`src/rtl/irqv_pkg.sv`:
```
package irqv_pkg;

  // Position within the two-pulse acknowledge handshake
  typedef enum logic [1:0] {
    SEQ_IDLE   = 2'd0,
    SEQ_FIRST  = 2'd1,
    SEQ_GAP    = 2'd2,
    SEQ_SECOND = 2'd3
  } ack_phase_e;

  // Edge events extracted from the sampled acknowledge line
  typedef struct packed {
    logic fall;
    logic rise;
  } ack_edges_t;

endpackage

```
`src/rtl/irqv_prio_enc.sv`:
```
module irqv_prio_enc #(
  parameter int LINES = 8,
  parameter int IDX_W = 3
) (
  input  logic [LINES-1:0] req,
  output logic             any,
  output logic [IDX_W-1:0] idx
);

  logic [LINES-1:0] grant;

  // A line is granted when it is active and no higher line is active
  for (genvar g = 0; g < LINES; g++) begin : g_grant
    if (g == LINES - 1) begin : g_top
      assign grant[g] = req[g];
    end else begin : g_lower
      assign grant[g] = req[g] & ~(|req[LINES-1:g+1]);
    end
  end

  assign any = |req;

  always_comb begin
    idx = '0;
    for (int i = 0; i < LINES; i++) begin
      if (grant[i]) idx = idx | IDX_W'(i);
    end
  end

endmodule

```
`src/rtl/irqv_ack_seq.sv`:
```
module irqv_ack_seq
  import irqv_pkg::*;
(
  input  logic clk,
  input  logic rst_n,
  input  logic ack_n,
  input  logic any_pend,
  output logic latch_en,
  output logic drive_en,
  output logic intr,
  output logic busy
);

  ack_phase_e phase_q, phase_d;
  logic       ack_q;
  ack_edges_t edges;
  logic       intr_q;

  // Previous sample of the acknowledge line, idle-high after reset
  always_ff @(posedge clk or negedge rst_n) begin
    if (!rst_n) ack_q <= 1'b1;
    else        ack_q <= ack_n;
  end

  assign edges.fall = ack_q & ~ack_n;
  assign edges.rise = ~ack_q & ack_n;

  always_comb begin
    phase_d  = phase_q;
    latch_en = 1'b0;
    unique case (phase_q)
      SEQ_IDLE: begin
        if (edges.fall && any_pend) begin
          phase_d  = SEQ_FIRST;
          latch_en = 1'b1;
        end
      end
      SEQ_FIRST:  if (edges.rise) phase_d = SEQ_GAP;
      SEQ_GAP:    if (edges.fall) phase_d = SEQ_SECOND;
      SEQ_SECOND: if (edges.rise) phase_d = SEQ_IDLE;
      default:    phase_d = SEQ_IDLE;
    endcase
  end

  always_ff @(posedge clk or negedge rst_n) begin
    if (!rst_n) begin
      phase_q <= SEQ_IDLE;
      intr_q  <= 1'b0;
    end else begin
      phase_q <= phase_d;
      intr_q  <= any_pend && (phase_d == SEQ_IDLE);
    end
  end

  assign drive_en = (phase_q == SEQ_SECOND);
  assign busy     = (phase_q != SEQ_IDLE);
  assign intr     = intr_q;

endmodule

```
`src/rtl/irqv_vector_reg.sv`:
```
module irqv_vector_reg #(
  parameter int IDX_W  = 3,
  parameter int DATA_W = 8
) (
  input  logic              clk,
  input  logic              rst_n,
  input  logic              latch_en,
  input  logic [IDX_W-1:0]  idx_in,
  input  logic              drive_en,
  output logic [DATA_W-1:0] data_out
);

  localparam int FIELD_HI = DATA_W - 2;

  logic [IDX_W-1:0] held_idx;

  // Marker bit on top, inverted line number below it, zero padding beneath
  function automatic logic [DATA_W-1:0] type_byte(input logic [IDX_W-1:0] k);
    logic [DATA_W-1:0] v;
    v = '0;
    v[DATA_W-1] = 1'b1;
    v[FIELD_HI -: IDX_W] = ~k;
    return v;
  endfunction

  always_ff @(posedge clk or negedge rst_n) begin
    if (!rst_n)        held_idx <= '0;
    else if (latch_en) held_idx <= idx_in;
  end

  assign data_out = drive_en ? type_byte(held_idx) : '0;

endmodule

```
`src/rtl/irq_vector_supplier.sv`:
```
module irq_vector_supplier #(
  parameter int LINES  = 8,
  parameter int DATA_W = 8,
  parameter int IDX_W  = $clog2(LINES)
) (
  input  logic              clk,
  input  logic              rst_n,
  input  logic [LINES-1:0]  irq_req,
  input  logic              ack_n,
  output logic              intr,
  output logic [DATA_W-1:0] bus_data,
  output logic              bus_oe
);

  logic             any_pend;
  logic [IDX_W-1:0] win_idx;
  logic             latch_en;
  logic             drive_en;
  logic             ack_busy;

  irqv_prio_enc #(.LINES(LINES), .IDX_W(IDX_W)) u_enc (
    .req (irq_req),
    .any (any_pend),
    .idx (win_idx)
  );

  irqv_ack_seq u_seq (
    .clk      (clk),
    .rst_n    (rst_n),
    .ack_n    (ack_n),
    .any_pend (any_pend),
    .latch_en (latch_en),
    .drive_en (drive_en),
    .intr     (intr),
    .busy     (ack_busy)
  );

  irqv_vector_reg #(.IDX_W(IDX_W), .DATA_W(DATA_W)) u_vec (
    .clk      (clk),
    .rst_n    (rst_n),
    .latch_en (latch_en),
    .idx_in   (win_idx),
    .drive_en (drive_en),
    .data_out (bus_data)
  );

  assign bus_oe = drive_en;

endmodule

```
`config.mk`:
```
export PLATFORM = sky130hd
export DESIGN_NAME = irq_vector_supplier
export DESIGN_NICKNAME = d
export VERILOG_FILES = /design/src/rtl/irqv_pkg.sv /design/src/rtl/irqv_prio_enc.sv /design/src/rtl/irqv_ack_seq.sv /design/src/rtl/irqv_vector_reg.sv /design/src/rtl/irq_vector_supplier.sv
export SDC_FILE = /design/constraint.sdc
export NUM_CORES = 1
export LEC_CHECK = 0
export ABC_AREA = 1
export ABC_CLOCK_PERIOD_IN_PS = 1300
export BUFFER_PORTS_ARGS = -buffer_cell sky130_fd_sc_hd__buf_2
export CORE_AREA = 3 3 40 42
export CTS_CLUSTER_SIZE = 16
export DETAILED_ROUTE_END_ITERATION = 12
export DIE_AREA = 0 0 43 45
export PLACE_DENSITY = 0.62
export SLEW_MARGIN = 10
export SYNTH_ARGS = -nofsm -noshare
export SYNTH_HDL_FRONTEND = slang
export SYNTH_SLANG_ARGS = --single-unit
```
`constraint.sdc`:
```
create_clock -name clk -period 1.3 [get_ports clk]
set_input_delay 0.26 -clock clk [delete_from_list [all_inputs] [get_ports clk]]
set_output_delay 0.26 -clock clk [all_outputs]
set_load 0.05 [all_outputs]
```
; Word level (Yosys, flattened, before mapping)
; Index checks and enable logic that the tools add are counted.
[totals]
register_bits = 7
input_bits = 11
out_inout_bits = 10
word_cells = 49
[classes]
eq_ne = 3
n_mux = 15
n_bitwise = 17
n_reduce_logical = 10
[ops]
columns = cell, count
row1 = $mux 2, 6
row2 = $mux 3, 4
row3 = $and 1x1->1, 8
row4 = $mux 8, 1
row5 = $not 1->1, 8
row6 = $pmux 2 s4, 1
row7 = $reduce_or 8->1, 1
row8 = $reduce_or 6->1, 1
row9 = $reduce_or 5->1, 1
row10 = $eq 2x2->1 const B, 2
row11 = $logic_not 2->1, 2
row12 = $reduce_or 4->1, 1
row13 = $mux 1, 3
row14 = $not 3->3, 1
row15 = $reduce_or 3->1, 1
row16 = $eq 2x1->1 const B, 1
row17 = $logic_and 1x1->1, 2
row18 = $reduce_or 2->1, 1

; Longest topological paths before layout
[logic_depth]
word_depth = 10
depth_mapped = 6
mapped_depth_nobuf = 6

; Modules after synthesis
; A second synthesis with hierarchy kept.
[unflattened]
cells_unflattened = 66
hier_area_um2 = 456.7
[by_module_without_submodules]
columns = mod, instances, cells_per_inst, area_each_um2, seq_area_each_um2
row1 = irqv_ack_seq, 1, 27, 200.2, 101.3
row2 = irqv_vector_reg, 1, 23, 168.9, 75.1
row3 = irqv_prio_enc, 1, 16, 87.6, 0.0

; Least setup slack after synthesis
; No wires, ideal clock.
[synth_path]
path_kind = register to output
startpoint = register u_seq.phase_q[1]
endpoint = output bus_data[4]
t_arrival_ps = 1088
t_required_ps = 1040
slack_ps = -48
path_stages_with_launch = 3
path_buffers = 0
cell_sequence = dfrtp_1 nand2_1 nor2_1
[synth_via]
elab_chain_len = 2
[synth_lines]
columns = item, line_no
row1 = from (decl), irqv_ack_seq.sv:14  ; ack_phase_e phase_q, phase_d;
row2 = from (signal assigned), irqv_ack_seq.sv:50  ; phase_q <= phase_d;
row3 = $eq 2x2->1, irqv_ack_seq.sv:55  ; assign drive_en = (phase_q == SEQ_SECOND);
row4 = $mux 8, irqv_vector_reg.sv:31  ; assign data_out = drive_en ? type_byte(held_idx) : '0;
row5 = to (decl), irq_vector_supplier.sv:11  ; output logic [DATA_W-1:0] bus_data,
; Every way passes these cells.

; Worst setup path after layout
[layout_path]
startpoint = register u_seq.phase_q[0]
endpoint = output bus_data[6]
; Same word-level chain as after synthesis.

==> impl_metrics.ini <==
[status]
run_status = finished with violations
violated_checks = negative setup slack

[final_layout]
layout-drive-gt1-share_pct = 42.4
multiInputGateArea_um2 = 225
num-nets-final = 97
fillCellCount = 130
final_instance_area_um2 = 633
final-seq-area_um2 = 176
area_growth_syn_to_layout_pct = 43.8
diodes = 0

[clock_tree]
cts_max_level = 1
clkLatencyLatePin_ns = 0.27
cts_sinks = 7
numCtsBuffers = 3
clk_path_buf_depth = 2
clkTransAtPathRegs_ns = 0.06
cts_root_buf = clkbuf_4
tritoncts = built

[route]
detail-route-antenna-nets = 0
routed_wire_length_per_instance_um = 9.45
dr.pass1.iters = 2
routed-via-count = 437
viasPerCell = 4.37
drcViolationCount = 0
finalWirelength_um = 945
detail_route.iter0.violations = 2

[hold_path]
timing.hold.worst.start = ack_n
min_path_type = in -> reg
worst_hold_path.num_cells = 1
worstHoldEndpoint = u_seq.ack_q$_DFF_PN1_

[timing]
final.setup.worst_slack_ns = -0.00816
final_critical_path_share_of_the_clock_period_pct = 101
final_max_slew_viol_count = 0
holdWs_ns = 0.120
finalClockSkew_ns = 0.0113
unrepaired_setup_endpoints_after_global_routing = yes
finalSetupTns_ns = -0.00816
achievable-frequency_mhz = 764
hold_violations = 0
time_the_final_worst_path_needs_with_i_o_delays_and_setup_ns = 1.31
timing.final.setup_violations = 1

[yosys]
synth_xor_area_share_pct = 0
synthAdderAreaFrac_pct = 0
synth-seq-area-share_pct = 40.1
synthMuxAreaShare_pct = 0
number_of_warnings_reported_in_the_yosys_synthesis_log = 0
synth_seq_cells = 7
synth-compound-area-share_pct = 5.40
syn_avg_cell_area_um2 = 6.88
dominant_combinational_cell_family_by_area_after_synthesis = simple AND/OR/NAND/NOR gates
synth_simple_gate_area_share_pct = 36.6
synthesis.instances = 64
netlist_cell_types = 14
synthesis.area_um2 = 440

[critical_path]
rr_startpoint = u_seq.phase_q[0]$_DFF_PN0_
crit_slowest_cell = dfrtp_1
cp_top_family = flip-flops
r2r_slack_ns = 0.10
timing_worst_setup_path_type = reg -> out
setup.worst_path.start_class = register
r2r_cells = 7
critPathMaxFanout = 4
critical_path.endpoint_type = primary output
required_time_at_the_worst_slack_endpoint_ns = 1.04
max_stage_delay_on_crit_path_ns = 0.41
cell_chain_critical_path = nand2_4 -> nor2_2 -> buf_6
critPathBufInv = 1
critical_path_arrival_ns = 1.05
rr_endpoint = u_vec.held_idx[0]$_DFFE_PN0P_

[global_route]
grt_pass1_wl_um = 1590
largest_net_degree_at_the_start_of_global_routing = 8
grt_util_all_layers_pct = 11.5
global_route.overflow_total = 0
number_of_antenna_violations_at_the_first_check_in_global_routing = 0
first_global_vias = 423

[power]
p_leak_nw = 0.359
fin_total_pwr_w = 0.000946
vdd.ir_drop.worst_v = 0.000434
power_density_nw_per_um2 = 1490

[floorplan]
num_rows = 13
dieArea_um2 = 1940
die_x_extent_um = 43
core_region_area_um2 = 1280
chipHeight_um = 45
initial_utilization_pct = 34.3
design.portCount = 21

[place]
place.gp.congestion = 0.685
area_of_placed_instances_um2 = 513
pre_cts_setup_slack_ns = 0.198
place_hpwl_um = 752
place.port_buffers = 16

[job]
maxCapViolations = 0
[state kept, by name, summed over array words and instances, names as in the netlist]
name	flops
u_seq.intr	1
u_seq.ack_q	1
u_seq.phase_q	2
u_vec.held_idx	3
[cells in the final DEF (no fill, tap or decap)]
cell type	instances
a21oi_1	1
buf_2	11
buf_4	2
buf_6	2
buf_8	3
clkbuf_4	3
clkinv_2	1
conb_1	4
dfrtp_1	6
dfstp_2	1
dlygate4sd3_1	1
inv_1	9
inv_2	1
nand2_1	16
nand2_2	2
nand2_4	1
nand3_1	4
nor2_1	6
nor2_2	6
nor2_4	2
o21ai_0	2
o21ai_2	1
[power breakdown]
group / switching [W] / internal (W)
combinational: 0.000253 / 0.000135
sequential: 0.0000591 / 0.000292
clock: 0.0000936 / 0.000113
total: 0.000405 / 0.000541
[what timing repair did]
item                                    in CTS  in global routing
gates cloned                                 0                  0
resized for setup                            7                 15
hold buffers                                 1                  0
pin swaps                                    0                  0
endpoints found under the setup margin       5                  9
buffers inserted                             1                  1
endpoints found under the hold margin        6                  0
[per-stage QoR]
step	std cells	util (%)
2_1_floorplan	67	-
3_3_place_gp	93	39.9
3_5_place_dp	93	39.9
4_1_cts	99	44.9
5_1_grt	100	49.3
6_report	100	49.3
[cell families (layout without fill, tap and decap cells)]
logic type / after synthesis / in the layout
simple gates: 37 / 37
other cells: 1 / 4
flops: 7 / 7
buf+inv: 15 / 33
compound gates: 4 / 4
[worst max path at each step]
| stage | slack, ns | from | cells after the start | to |
|---|---|---|---|---|
| final | -0.008 | u_seq.phase_q[0]$_DFF_PN0_ | 3 | bus_data[6] |
| after global routing | -0.05 | u_seq.phase_q[0]$_DFF_PN0_ | 3 | bus_data[5] |
| after CTS | -0.003 | u_seq.phase_q[0]$_DFF_PN0_ | 3 | bus_oe |
| after detailed placement | 0.20 | u_seq.phase_q[0]$_DFF_PN0_ | 6 | u_vec.held_idx[2]$_DFFE_PN0P_ |
| after global placement | 0.22 | u_seq.phase_q[1]$_DFF_PN0_ | 3 | bus_data[5] |
| after floorplan | -0.05 | u_seq.phase_q[1]$_DFF_PN0_ | 2 | bus_data[4] |
[metal layers]
layer	global-route usage, %	up-vias	wire [um]
met5	0	-	0
met4	12.7	0	28
met3	1.59	3	56
met2	19.5	17	499
met1	11.6	193	360
li1	-	224	-
[layout make-up]
| class | instances | area share (%) |
|---|---|---|
| sequential | 7 | 27.9 |
| timing repair buffer | 19 | 23.3 |
| multi-input combinational | 45 | 35.6 |
| clock inverter | 1 | 0.791 |
| tap | 15 | 2.96 |
| inverter | 10 | 5.93 |
| clock buffer | 3 | 3.56 |
[cells in the mapped netlist (all sizes together)]
master   n  share of area [%]
dfrtp    6                 34
dfstp    1                6.0
o21ai    3                4.3
inv     10                8.5
nand3    4                4.5
nor2    14                 15
buf      5                8.5
a21oi    1                1.1
nand2   19                 17
conb     1               0.85
Power figures use the tool's default switching activity.
